$ cat src/rtl/alu_core_pkg.sv
package alu_core_pkg;

    typedef enum logic [3:0] {
        OP_ADD  = 4'd0,
        OP_ADDC = 4'd1,
        OP_SUB  = 4'd2,
        OP_SUBC = 4'd3,
        OP_CMP  = 4'd4,
        OP_AND  = 4'd5,
        OP_OR   = 4'd6,
        OP_XOR  = 4'd7,
        OP_MOV  = 4'd8,
        OP_ROL  = 4'd9,
        OP_ROLC = 4'd10,
        OP_ROR  = 4'd11,
        OP_RORC = 4'd12,
        OP_SHL  = 4'd13,
        OP_SHR  = 4'd14,
        OP_SAR  = 4'd15
    } alu_op_e;

    typedef enum logic {
        ST_IDLE = 1'b0,
        ST_DONE = 1'b1
    } seq_state_e;

    localparam int FL_CY = 0;
    localparam int FL_AC = 4;
    localparam int FL_Z  = 6;
    localparam int ST_W  = 8;

    function automatic logic op_is_rotshift(input alu_op_e o);
        return (o >= OP_ROL);
    endfunction

endpackage

$ cat src/rtl/alu_arith.sv
module alu_arith
    import alu_core_pkg::*;
#(
    parameter int DW = 16
) (
    input  alu_op_e         op,
    input  logic            is_word,
    input  logic [DW-1:0]   dst,
    input  logic [DW-1:0]   src,
    input  logic            cin,
    output logic [DW-1:0]   res,
    output logic            cy,
    output logic            ac,
    output logic            zf
);
    localparam int HW = DW / 2;
    localparam int QW = HW / 2;

    logic [DW:0] d_ext;
    logic [DW:0] s_ext;
    logic [DW:0] c_ext;
    logic [DW:0] raw;
    logic [DW:0] ref_op;

    // operands narrowed to the active width, one guard bit on top
    always_comb begin
        if (is_word) begin
            d_ext = {1'b0, dst};
            s_ext = {1'b0, src};
        end else begin
            d_ext = {{(DW-HW+1){1'b0}}, dst[HW-1:0]};
            s_ext = {{(DW-HW+1){1'b0}}, src[HW-1:0]};
        end
        c_ext = {{DW{1'b0}}, cin};
    end

    always_comb begin
        unique case (op)
            OP_ADD:  raw = d_ext + s_ext;
            OP_ADDC: raw = d_ext + s_ext + c_ext;
            OP_SUB:  raw = d_ext - s_ext;
            OP_CMP:  raw = d_ext - s_ext;
            OP_SUBC: raw = d_ext - s_ext - c_ext;
            OP_AND:  raw = d_ext & s_ext;
            OP_OR:   raw = d_ext | s_ext;
            OP_XOR:  raw = d_ext ^ s_ext;
            default: raw = s_ext;
        endcase
        ref_op = (op == OP_MOV) ? s_ext : d_ext;
    end

    // flags derive from raw result versus the reference operand
    always_comb begin
        if (is_word) begin
            cy = raw[DW] ^ ref_op[DW];
            ac = (raw[HW] ^ ref_op[HW]) && (raw[HW-1:0] < ref_op[HW-1:0]);
            zf = (raw[DW-1:0] == '0);
        end else begin
            cy = raw[HW] ^ ref_op[HW];
            ac = (raw[QW] ^ ref_op[QW]) && (raw[QW-1:0] < ref_op[QW-1:0]);
            zf = (raw[HW-1:0] == '0);
        end
    end

    always_comb begin
        if (op == OP_CMP) begin
            res = d_ext[DW-1:0];
        end else if (is_word) begin
            res = raw[DW-1:0];
        end else begin
            res = {{(DW-HW){1'b0}}, raw[HW-1:0]};
        end
    end

endmodule

$ cat src/rtl/alu_rotshift.sv
module alu_rotshift
    import alu_core_pkg::*;
#(
    parameter int DW    = 16,
    parameter int CNT_W = 4
) (
    input  alu_op_e           op,
    input  logic              is_word,
    input  logic [DW-1:0]     val,
    input  logic [CNT_W-1:0]  cnt,
    input  logic              cin,
    output logic [DW-1:0]     res,
    output logic              cout
);
    localparam int HW   = DW / 2;
    localparam int MAXC = (1 << CNT_W) - 1;

    logic [DW-1:0] v;
    logic          c;

    // unrolled chain of single-bit steps, stage i active when i < cnt
    always_comb begin
        logic msb;
        logic lsb;
        logic ins;
        logic go_left;
        v = is_word ? val : {{(DW-HW){1'b0}}, val[HW-1:0]};
        c = cin;
        for (int i = 0; i < MAXC; i++) begin
            msb     = is_word ? v[DW-1] : v[HW-1];
            lsb     = v[0];
            ins     = 1'b0;
            go_left = 1'b0;
            case (op)
                OP_ROL:  begin ins = msb; go_left = 1'b1; end
                OP_ROLC: begin ins = c;   go_left = 1'b1; end
                OP_SHL:  begin ins = 1'b0; go_left = 1'b1; end
                OP_ROR:  ins = lsb;
                OP_RORC: ins = c;
                OP_SAR:  ins = msb;
                default: ins = 1'b0;
            endcase
            if (i < int'(cnt)) begin
                if (go_left) begin
                    v = {v[DW-2:0], ins};
                    c = msb;
                end else begin
                    v = v >> 1;
                    if (is_word) v[DW-1] = ins;
                    else         v[HW-1] = ins;
                    c = lsb;
                end
                if (!is_word) v[DW-1:HW] = '0;
            end
        end
        res  = v;
        cout = c;
    end

endmodule

$ cat src/rtl/alu_flag_unit.sv
module alu_flag_unit
    import alu_core_pkg::*;
#(
    parameter int DW    = 16,
    parameter int CNT_W = 4
) (
    input  logic              clk,
    input  logic              rst_n,
    input  logic              in_valid,
    input  logic [3:0]        op,
    input  logic              is_word,
    input  logic [DW-1:0]     dst,
    input  logic [DW-1:0]     src,
    input  logic [CNT_W-1:0]  cnt,
    input  logic [7:0]        status_in,
    input  logic [7:0]        flag_mask,
    output logic              out_valid,
    output logic [DW-1:0]     result,
    output logic              wr_en,
    output logic [7:0]        status_out
);
    localparam int HW = DW / 2;

    alu_op_e       op_e;
    seq_state_e    state_q;
    seq_state_e    state_d;

    logic [DW-1:0] ar_res;
    logic          ar_cy;
    logic          ar_ac;
    logic          ar_z;
    logic [DW-1:0] sh_res;
    logic          sh_cy;

    logic [DW-1:0]   result_d;
    logic [ST_W-1:0] status_d;
    logic [ST_W-1:0] new_flags;
    logic            wr_d;

    assign op_e = alu_op_e'(op);

    alu_arith #(.DW(DW)) u_arith (
        .op      (op_e),
        .is_word (is_word),
        .dst     (dst),
        .src     (src),
        .cin     (status_in[FL_CY]),
        .res     (ar_res),
        .cy      (ar_cy),
        .ac      (ar_ac),
        .zf      (ar_z)
    );

    alu_rotshift #(.DW(DW), .CNT_W(CNT_W)) u_rotshift (
        .op      (op_e),
        .is_word (is_word),
        .val     (dst),
        .cnt     (cnt),
        .cin     (status_in[FL_CY]),
        .res     (sh_res),
        .cout    (sh_cy)
    );

    // next-value selection
    always_comb begin
        new_flags        = '0;
        new_flags[FL_CY] = ar_cy;
        new_flags[FL_AC] = ar_ac;
        new_flags[FL_Z]  = ar_z;
        if (op_is_rotshift(op_e)) begin
            result_d        = sh_res;
            status_d        = status_in;
            status_d[FL_CY] = sh_cy;
        end else begin
            result_d = ar_res;
            status_d = (status_in & ~flag_mask) | (new_flags & flag_mask);
        end
        wr_d = (op_e != OP_CMP);
    end

    // sequencer: next state
    always_comb begin
        unique case (state_q)
            ST_IDLE: state_d = in_valid ? ST_DONE : ST_IDLE;   // IDLE_TO_DONE
            ST_DONE: state_d = in_valid ? ST_DONE : ST_IDLE;   // DONE_TO_DONE / DONE_TO_IDLE
            default: state_d = ST_IDLE;
        endcase
    end

    // state register
    always_ff @(posedge clk or negedge rst_n) begin
        if (!rst_n) state_q <= ST_IDLE;
        else        state_q <= state_d;
    end

    // output registers
    always_ff @(posedge clk or negedge rst_n) begin
        if (!rst_n) begin
            result     <= '0;
            status_out <= '0;
            wr_en      <= 1'b0;
        end else if (in_valid) begin
            result     <= result_d;
            status_out <= status_d;
            wr_en      <= wr_d;
        end
    end

    assign out_valid = (state_q == ST_DONE);

    // ---------------- assertions ----------------
    p_valid_follows_r1: assert property (@(posedge clk) disable iff (!rst_n)
        in_valid |=> out_valid);

    p_valid_drops_r1: assert property (@(posedge clk) disable iff (!rst_n)
        !in_valid |=> !out_valid && $stable(result) && $stable(status_out));

    p_cmp_no_write_r3: assert property (@(posedge clk) disable iff (!rst_n)
        in_valid && op == OP_CMP |=> !wr_en);

    p_keep_unmasked_r8: assert property (@(posedge clk) disable iff (!rst_n)
        in_valid && op <= OP_MOV |=>
            ((status_out ^ $past(status_in)) & ~$past(flag_mask)) == 8'h00);

    p_zero_flag_r7: assert property (@(posedge clk) disable iff (!rst_n)
        in_valid && op >= OP_AND && op <= OP_MOV && flag_mask[FL_Z] |=>
            status_out[FL_Z] == (result == '0));

    p_rot_only_carry_r10: assert property (@(posedge clk) disable iff (!rst_n)
        in_valid && op >= OP_ROL |=>
            ((status_out ^ $past(status_in)) & 8'hFE) == 8'h00);

    p_count_zero_r11: assert property (@(posedge clk) disable iff (!rst_n)
        in_valid && op >= OP_ROL && cnt == '0 |=> status_out == $past(status_in));

    p_byte_upper_r12: assert property (@(posedge clk) disable iff (!rst_n)
        in_valid && !is_word |=> result[DW-1:HW] == '0);

endmodule

$ cat config.mk
export PLATFORM = sky130hd
export DESIGN_NAME = alu_flag_unit
export DESIGN_NICKNAME = d
export VERILOG_FILES = /design/src/rtl/alu_core_pkg.sv /design/src/rtl/alu_arith.sv /design/src/rtl/alu_rotshift.sv /design/src/rtl/alu_flag_unit.sv
export SDC_FILE = /design/constraint.sdc
export NUM_CORES = 1
export LEC_CHECK = 0
export ABC_AREA = 1
export CAP_MARGIN = 25
export CORE_MARGIN = 2
export CORE_UTILIZATION = 47
export CTS_CLUSTER_SIZE = 24
export DETAILED_ROUTE_END_ITERATION = 12
export GPL_TIMING_DRIVEN = 1
export PLACE_DENSITY = 0.63
export SLEW_MARGIN = 20
export SYNTH_ARGS = -nofsm -noshare
export SYNTH_HDL_FRONTEND = slang
export SYNTH_SLANG_ARGS = --single-unit
export TNS_END_PERCENT = 1
$ cat constraint.sdc
create_clock -name clk -period 1 [get_ports clk]
set_input_delay 0.15 -clock clk [delete_from_list [all_inputs] [get_ports clk]]
set_output_delay 0.15 -clock clk [all_outputs]
set_load 0.05 [all_outputs]
Word level (Yosys, flattened, before mapping)
Index checks and enable logic that the tools add are counted.
{ "classes": {"reduce_logical": 9, "order_cmp": 18, "muxes": 149, "n_eq_ne": 15, "addsub": 4, "bitwise_logic": 10} }
{ "op_table": {"columns": ["op", "count"], "rows": [
  ["two-way mux 16 bit", 36],
  ["two-way mux 8 bit", 16],
  ["one-hot mux 17 bit (7 select lines)", 1],
  ["two-way mux 1 bit", 80],
  ["one-hot mux 1 bit (3 select lines)", 15],
  ["equality test 4 bit, second input constant", 7],
  ["less-than comparator 4 bit, first input constant", 7],
  ["adder 16 x 16 -> 17 bit", 1],
  ["adder 17 x 1 -> 17 bit", 1],
  ["subtractor 16 x 16 -> 17 bit", 1],
  ["subtractor 17 x 1 -> 17 bit", 1],
  ["bitwise AND 16 bit", 1],
  ["equality test 4 x 3 -> 1 bit, second input constant", 4],
  ["zero test 16 bit", 1],
  ["less-than comparator 3 x 4 -> 1 bit, first input constant", 4],
  ["bitwise OR 16 bit", 1],
  ["bitwise XOR 16 bit", 1],
  ["two-way mux 9 bit", 1],
  ["bitwise AND 7 x 8 -> 8 bit", 1],
  ["bitwise AND 8 bit", 1],
  ["equality test 4 x 2 -> 1 bit, second input constant", 2],
  ["zero test 8 bit", 1],
  ["less-than comparator 1 x 4 -> 1 bit, first input constant", 2],
  ["less-than comparator 2 x 4 -> 1 bit, first input constant", 2],
  ["13 further kinds", 17]
]} }
{ "word_totals": {"wordCells": 209, "ff_bits": 26, "in_bits": 60} }

Depth between registers and ports, before layout
Gate-level depths: netlist (run 1).
{ "logic_depth": {"depth_word": 92, "mapped_depth": 91, "mapped_depth_nobuf": 90} }

Hierarchy
Synthesis (run 1) repeated with hierarchy kept, for this count alone.
{ "unflattened": {"cells_unflattened": 2473, "hier_area_um2": 13416.6} }
{ "by_module_without_submodules": {"columns": ["module", "cells_each", "area_per_inst_um2", "seq_area_each_um2", "instances"], "rows": [
  ["alu_rotshift", 1378, 7006.7, 0.0, 1],
  ["alu_arith", 908, 5017.3, 0.0, 1],
  ["alu_flag_unit", 187, 1392.6, 650.6, 1]
]} }

Worst setup path before layout (run 1)
No wires, ideal clock.
{ "synth_path": {"kind": "input to register", "startpoint": "input cnt[2]", "endpoint": "register result[15]", "setup_ns": 0.118, "setup_slack_ns": -4.804, "t_arrival_ns": 5.686, "path_stages": 73, "path_cell_list": "buf_4 > nor2_8 > inv_4 > nor2_8 > inv_4 > buf_6 > o21a_1 > o21ai_1 > inv_1 > nand2_1 > nand2_1 > a21oi_2 > nand3_1 > nand2_2 > nand2_4 > a21oi_4 > nand3_1 > nand2_2 > (+37 left out) > nand2_2 > nand3_2 > nand3_2 > nand2_1 > nand2_1 > nand2_2 > nand3_2 > nand2_2 > inv_2 > nand3_1 > a21oi_2 > nand2_1 > nand2_1 > nand2_2 > o21bai_1 > nand2_1 > nand2_1 > nand2_1"} }
{ "synth_between": {"elab_chain_cells": 87} }
{ "synth_rtl": {"columns": ["element", "line_no", "rtl"], "rows": [
  ["start, declared", "alu_flag_unit.sv:14", "input logic [CNT_W-1:0] cnt,"],
  ["less-than comparator 1 x 4 -> 1 bit", "alu_rotshift.sv:43", "if (i < int'(cnt)) begin"],
  ["two-way mux 16 bit", "alu_rotshift.sv:43", null],
  ["two-way mux 1 bit", "alu_rotshift.sv:30", "msb = is_word ? v[DW-1] : v[HW-1];"],
  ["one-hot mux 1 bit (3 select lines)", "alu_rotshift.sv:34", "case (op)"],
  ["two-way mux 1 bit", "alu_rotshift.sv:49", "if (is_word) v[DW-1] = ins;"],
  ["two-way mux 16 bit", "alu_rotshift.sv:44", "if (go_left) begin"],
  ["two-way mux 8 bit", "alu_rotshift.sv:53", "if (!is_word) v[DW-1:HW] = '0;"],
  ["two-way mux 16 bit", "alu_rotshift.sv:43", null],
  ["(+71 left out)", null, null],
  ["two-way mux 16 bit", "alu_rotshift.sv:43", null],
  ["two-way mux 1 bit", "alu_rotshift.sv:30", null],
  ["one-hot mux 1 bit (3 select lines)", "alu_rotshift.sv:34", null],
  ["two-way mux 1 bit", "alu_rotshift.sv:49", null],
  ["two-way mux 16 bit", "alu_rotshift.sv:44", null],
  ["two-way mux 8 bit", "alu_rotshift.sv:53", null],
  ["two-way mux 16 bit *", "alu_rotshift.sv:43", null],
  ["two-way mux 16 bit *", "alu_flag_unit.sv:70", "if (op_is_rotshift(op_e)) begin"],
  ["end signal, assigned", "alu_flag_unit.sv:103", "result <= result_d;"],
  ["end, declared", "alu_flag_unit.sv:18", "output logic [DW-1:0] result,"]
]} }
Every way passes the cells marked *; elsewhere a longest branch is shown, timed or not.
A chain may end at the register's enable or synchronous reset.

Final worst setup path (run 1)
{ "layout_path": {"startpoint": "input op[1]", "endpoint": "register result[0]"} }
{ "layout_between": {"elab_chain_cells": 90} }
{ "layout_rtl": {"columns": ["element", "line_no", "rtl"], "rows": [
  ["start, declared", "alu_flag_unit.sv:10", "input logic [3:0] op,"],
  ["equality test 4 bit", "alu_rotshift.sv:34", null],
  ["OR reduction 2 bit (no source line)", null, null],
  ["one-hot mux 1 bit (3 select lines)", "alu_rotshift.sv:34", null],
  ["two-way mux 1 bit", "alu_rotshift.sv:49", null],
  ["two-way mux 16 bit", "alu_rotshift.sv:44", null],
  ["two-way mux 8 bit", "alu_rotshift.sv:53", null],
  ["two-way mux 16 bit", "alu_rotshift.sv:43", null],
  ["two-way mux 1 bit", "alu_rotshift.sv:30", null],
  ["(+74 left out)", null, null],
  ["two-way mux 16 bit", "alu_rotshift.sv:44", null],
  ["two-way mux 8 bit", "alu_rotshift.sv:53", null],
  ["two-way mux 16 bit", "alu_rotshift.sv:43", null],
  ["two-way mux 1 bit", "alu_rotshift.sv:30", null],
  ["one-hot mux 1 bit (3 select lines)", "alu_rotshift.sv:34", null],
  ["two-way mux 16 bit", "alu_rotshift.sv:44", null],
  ["two-way mux 16 bit", "alu_rotshift.sv:43", null],
  ["two-way mux 16 bit *", "alu_flag_unit.sv:70", null]
]} }
Marks and branches as above.

==> results of run 1 <==
## routing by layer
layer / share of wire / GRT usage
met5: 0 / 0
met1: 0.41 / 0.436
met2: 0.48 / 0.621
met3: 0.057 / 0.0176
met4: 0.055 / 0.167
## worst max-delay path by stage
stage | start | endpoint | slack, ns | depth (start not counted)
after floorplan | cnt[2] | result[15] | -4.78 | 73
after global placement | op[0] | result[8] | -6.54 | 54
after detailed placement | op[3] | result[8] | -6.62 | 51
after CTS | op[1] | result[7] | -5.51 | 70
after global routing | op[3] | result[15] | -6.46 | 75
final | op[1] | result[0] | -5.88 | 72
## state kept, by name (all words and copies together) (netlist names)
register	flops
out_valid	1
result	16
status_out	8
wr_en	1
## cell usage after synthesis, types with 10 or more instances
| library cell | count | share of area |
|---|---|---|
| clkinv_1 | 10 | 0.0033 |
| nand2_1 | 542 | 0.18 |
| inv_2 | 20 | 0.0065 |
| ha_1 | 59 | 0.064 |
| nor2_1 | 180 | 0.059 |
| nor3_1 | 11 | 0.0048 |
| o21bai_1 | 33 | 0.022 |
| nand3_1 | 120 | 0.052 |
| o21ai_1 | 89 | 0.039 |
| o21ai_0 | 247 | 0.11 |
| o221ai_1 | 16 | 0.012 |
| dfrtp_1 | 26 | 0.057 |
| a21oi_1 | 110 | 0.048 |
| o211ai_1 | 83 | 0.054 |
| buf_4 | 11 | 0.0072 |
| buf_6 | 29 | 0.028 |
| buf_2 | 16 | 0.0070 |
| nand3_2 | 34 | 0.030 |
| xor2_1 | 28 | 0.021 |
| nand2_2 | 22 | 0.012 |
| clkbuf_1 | 43 | 0.014 |
| clkbuf_8 | 11 | 0.013 |
| o22ai_1 | 27 | 0.015 |
| inv_1 | 206 | 0.067 |
## what timing repair did
| item | CTS | global route |
|---|---|---|
| gates resized for setup | 191 | 176 |
| pin swaps | 67 | 107 |
| gates cloned | 1 | 0 |
| buffers inserted | 25 | 14 |
| setup endpoints to repair | 26 | 47 |
## metrics by stage
step	power, W	TNS [ns]	setup slack (ns)
after floorplan	0.00711	-86.38	-4.78
after global placement	0.0121	-123.98	-6.54
after detailed placement	0.0123	-125.54	-6.62
after CTS	0.0138	-101.80	-5.51
after global routing	0.0157	-117.81	-6.46
final	0.0146	-106.26	-5.88
## report_power, final
part	internal (W)	switching, W	leakage [nW]
clock	0.000796	0.000350	0.0511
combinational	0.00552	0.00660	8.58
sequential	0.00119	0.000153	0.317
total	0.00750	0.00710	8.95
## cell type report
type | count | share of cell area
inverter | 238 | 0.0513
multi-input combinational | 1697 | 0.563
clock inverter | 1 | 0.00169
sequential | 26 | 0.0365
timing repair buffer | 674 | 0.320
clock buffer | 3 | 0.00421
tap | 324 | 0.0228
## cell families after synthesis
logic type / after synthesis
and+or+nand+nor: 935
AOI/OAI and AO/OA: 670
buffers and inverters: 355
adders and majority gates: 61
xor gates and xnor gates: 30
DFF: 26
## cells in the final DEF, fill, tap and decap left out, types with 27 or more instances in the layout
master             n
ha_1              58
xor2_1            27
inv_2             27
o21bai_1          33
buf_4            558
o21ai_0          204
nor2_1           165
buf_12            33
o21ai_2           30
nand3_1           75
nand2_2           72
nand3_2           64
a21oi_1          101
clkdlybuf4s50_1   41
nand2_1          481
inv_1            195
o211ai_1          83
o21ai_1          101
==> run metrics, run 1 <==
status=finished with violations; violated checks=setup timing; Peak supply drop=759 uV; initial antenna violation count=0; Worst EP arrival=7.04 ns; DRT iter0 DRCs=1342; Power Dens Cells=820 mW/mm^2; synth unique cells=60; worst path buffer plus inverter count=9; Die ar.=0.0257 mm^2; Post-Route Utilization=0.737; # hold bufs at CTS=0; maxcap violations=0; post-route cell area=0.0178 mm^2; clock-pin slew on the worst setup and hold paths=0.06 ns; drc violations=0; Ports=86; yosys warns=0; max-slew violations=0; post-synthesis simple-gate area fraction=0.353; CTS H-tree depth=1; antenna cells=0; hold crit path type=in -> async; dpl hpwl=37.6 mm; Worst R2R End=wr_en; DR WL/cell=16.3 um; first-pass GRT wire length=75.0 mm; filler instances=2062; Syn Inst Count=2077; TritonCTS Buffers=3; fin nets=2761; Worst setup EP type=flip-flop; I/O Buffers=85; Async S/R FF share, synth=1.00; Layout Cells excl Fill=2963; CTS Buffer Depth=2; compound-cell area share of the yosys netlist=0.346; post-placement cell count=2919; Hold WS=0.269 ns; Final min period=6.88 ns; critical path class=in -> reg; Yosys reg bits=26; DRT Wirelength=48.2 mm; Via density=5.63; Reg2Reg Depth=2; Initial Utilization=0.475; Tightest Pin Transition=0.920 ns; Post-synth EDFFs=0; CP max stage delay=0.20 ns; RSZ-0062 raised after global routing=true; final hold violations=0; vias in the first global route=15500; Post-DRT Antenna Nets=0; layout cell share with drive strength beyond 1=0.352; Synth Net Count=2198; core area=0.0242 mm^2; synthesized cell area=0.0115 mm^2; routability congestion estimate=0.984; Setup crit start kind=input port; first-pass detailed-route iteration total=5; via count=16700; Setup Skew=0 ns; largest net degree at the start of global routing=96; Root Buffer=clkbuf_16; CTS tree=done; reg-to-reg startpoint=wr_en; CP max-delay cell=a21oi_4; Synth Flop Type=dfrtp_1; sequential area share after synthesis=0.0566; r2r setup slk=0.29 ns; Rows=57; Max Fclk=145 MHz; die height=160 um; GRT Total Usage=0.350; Leak Pwr=8.95 nW; die width=160 um; Synth Area in Adders=0.0678; Num Clock Sinks=26; Final WS setup=-5.88 ns; Final period util=6.88; area of the multi-input gates=0.0100 mm^2; Clock Latency Late Sink=0.26 ns; multiplexer share of the synthesized area=0; main combinational cell family by area after synthesis=simple AND/OR/NAND/NOR gates; placed cell areas=0.0163 mm^2; setup violators final=25; Post-Syn Area per Cell=5.53 um^2; CP delay by family, top=simple AND/OR/NAND/NOR gates; Crit path required time=1.16 ns; Reg area=651 um^2; Area Growth Syn to Fin=55.1%; Critical Path Fanout Max=5; XOR/XNOR share of the synthesized area=0.0229; Worst slew margin=0.387; total grt overflow=0
No activity file was read; power rests on OpenSTA's default activity.
==> run 2: changes to the inputs <==
- CORE_MARGIN: 2 -> not set
==> run 2 against run 1 <==
The flow still finishes with violations (setup timing). Clock power decreased by 19%. Flip-flop and latch count unchanged. Worst setup slack improved by 0.027 ns. Non-clock buffer count increased by 8. Sequential power about the same. Cell count about the same. Clock-buffer cell count increased by 1. Register-to-register slack got worse by 0.04 ns. Design area increased by 0.11%. Utilization increased by 1.4 points. Fmax increased by 0.40%. Global-route usage increased by 1.9 points. Critical endpoint unchanged.
==> run metrics, run 2 (same netlist as run 1, synthesis figures left out) <==
# hold bufs at CTS=0 (unchanged); Ports=86 (unchanged); first-pass GRT wire length=74.8 mm (-0.32%); GRT Max-Usage Layer=met2; Max Fclk=146 MHz (+0.40%); setup violators final=26 (+4.0%); largest net degree at the start of global routing=121 (+26%); maxcap violations=0 (unchanged); GRT Total Usage=0.369 (+0.0187); max reg flops=16 (unchanged); Reg2Reg Depth=2 (unchanged); TritonCTS Buffers=3 (unchanged); violated checks=setup timing; Initial Utilization=0.484 (+0.00848); CP max stage delay=0.19 ns (about the same); hold crit path type=in -> async; Design Power=0.0146 W (about the same); GR Util met2=0.643 (+0.0219); Setup crit start kind=input port; die height=158 um (-1.2%); Final min period=6.85 ns (-0.0272 ns); max-slew violations=0 (unchanged); Crit path required time=1.15 ns (about the same); DRT Wirelength=48.6 mm (+0.85%); Power Dens Cells=819 mW/mm^2 (-0.11%); routability congestion estimate=0.993 (+0.88%); biggest regs=result (16), status_out (8); CTS H-tree depth=1 (unchanged); DR WL/cell=16.4 um (+0.78%); commonest cells after routing, fill and taps aside=buf_4 (564), nand2_1 (483), inv_1 (197); first-pass detailed-route iteration total=6 (+1); filler instances=1914 (-7.2%); CTS tree=done; Root Buffer=clkbuf_16; Critical Path Fanout Max=4 (-1); Area Growth Syn to Fin=55.3%; clock-pin slew on the worst setup and hold paths=0.06 ns (about the same); Final period util=6.85 (-0.0272); placed cell areas=0.0163 mm^2 (about the same); vias in the first global route=15300 (-1.6%); I/O Buffers=85 (unchanged); Leak Pwr=9.00 nW (+0.51%); Worst EP arrival=7.00 ns (-0.04 ns); DRT iter0 DRCs=1391 (+3.7%); via count=16800 (+0.70%); Rows=56 (-1.8%); Worst slew margin=0.492 (+0.105); Reg with most FFs=result; dpl hpwl=37.4 mm (-0.76%); total grt overflow=0 (unchanged); drc violations=0 (unchanged); RSZ-0062 raised after global routing=true; fin nets=2768 (+0.25%); Worst setup EP type=flip-flop; critical path class=in -> reg; M1 GR Usage=0.461 (+0.0251); CTS Buffer Depth=2 (unchanged); r2r setup slk=0.25 ns (-0.04 ns); Setup Skew=0 ns (unchanged); most frequent CP cell=nand2_2; Final WS setup=-5.85 ns (+0.0272 ns); CP max-delay cell=a21oi_4; commonest non-fill, non-tap cell in the layout=buf_4; post-route cell area=0.0178 mm^2 (+0.11%); Die ar.=0.0251 mm^2 (-2.5%); antenna cells=0 (unchanged); final hold violations=0 (unchanged); Tightest Pin Transition=0.762 ns (-0.158 ns); Worst R2R End=result[2]; Clock Latency Late Sink=0.25 ns (about the same); reg-to-reg startpoint=result[2]; Num Clock Sinks=26 (unchanged); die width=158 um (-1.2%); initial antenna violation count=0 (unchanged); Via density=5.66 (+0.63%); met3 usage=0.0343 (+0.0167); status=finished with violations; Post-DRT Antenna Nets=0 (unchanged); core area=0.0238 mm^2 (-1.8%); layout cell share with drive strength beyond 1=0.353 (+0.000958); DP Worst Slack=-6.87 ns (-0.249 ns); Peak supply drop=680 uV (-10%); Post-Route Utilization=0.751 (+0.0140)
==> run 2: cell count changes in the layout (fill, tap and decap cells not counted), moves of 3 or more <==
cell and delta:
nand3_2 -9, o21ai_2 +9, nand3_4 -5, buf_4 +6
dlymetal6s2s_1 +4, nand2_2 -5, nand2_4 +3, o21ai_0 -16
o21ai_1 +7, a21oi_1 -3, nand3_1 +14
==> run 2: repair_timing <==
action                     in CTS  in global routing
gates resized for setup       202                184
cloned                          0                  0
pin swaps                      66                126
setup endpoints to repair      26                 34
setup buffers                  24                 23
==> run 2: worst max path at each step <==
stage | startpoint | end | slack (ns)
global placement | op[0] | result[14] | -6.71
floorplan | cnt[2] | result[15] | -4.78
global route | op[3] | result[7] | -6.47
detailed placement | op[0] | result[7] | -6.87
finish | op[3] | result[0] | -5.85
CTS | op[1] | result[1] | -5.62
==> run 2: layout make-up <==
cell class                 instances  area [um^2]  area share
multi-input combinational       1696         9970       0.559
inverter                         238          918      0.0515
timing repair buffer             682         5800       0.325
sequential                        26          651      0.0365
clock buffer                       4         88.8     0.00498
tap                              319          399      0.0224
==> run 2: stage by stage <==
stage          std cells  hold WS, ns  setup TNS (ns)
2_1_floorplan       2077       -0.146          -86.38
3_3_place_gp        2913        0.524         -127.63
3_5_place_dp        2913        0.528         -129.60
4_1_cts             2941        0.273         -102.94
5_1_grt             2965        0.282         -116.73
6_report            2965        0.261         -105.36
==> run 2: metal layers <==
metal  vias up  share of wire
met1      7732           0.41
met3       185          0.064
met4         0          0.051
met2       708           0.47
li1       8171              -
met5         -              0
==> run 2: power breakdown <==
part,leakage (nW),internal [W],total [W],switching [W]
Combinational,8.64,0.00565,0.0123,0.00667
Sequential,0.317,0.00119,0.00135,0.000160
Clock,0.0442,0.000611,0.000934,0.000324
Total,9.00,0.00745,0.0146,0.00715
==> run 2: worst max-delay path, delay by kind of cell <==
family                 cells  cell delay, ns
buffers and inverters     13            1.57
and+or+nand+nor           47            4.04
AOI/OAI and AO/OA         10            1.19
==> run 3: changes to the inputs <==
- ABC_CLOCK_PERIOD_IN_PS: not set -> 1000
==> results of run 3 <==
The final DEF is identical to that of run 2; final timing and power are the same.
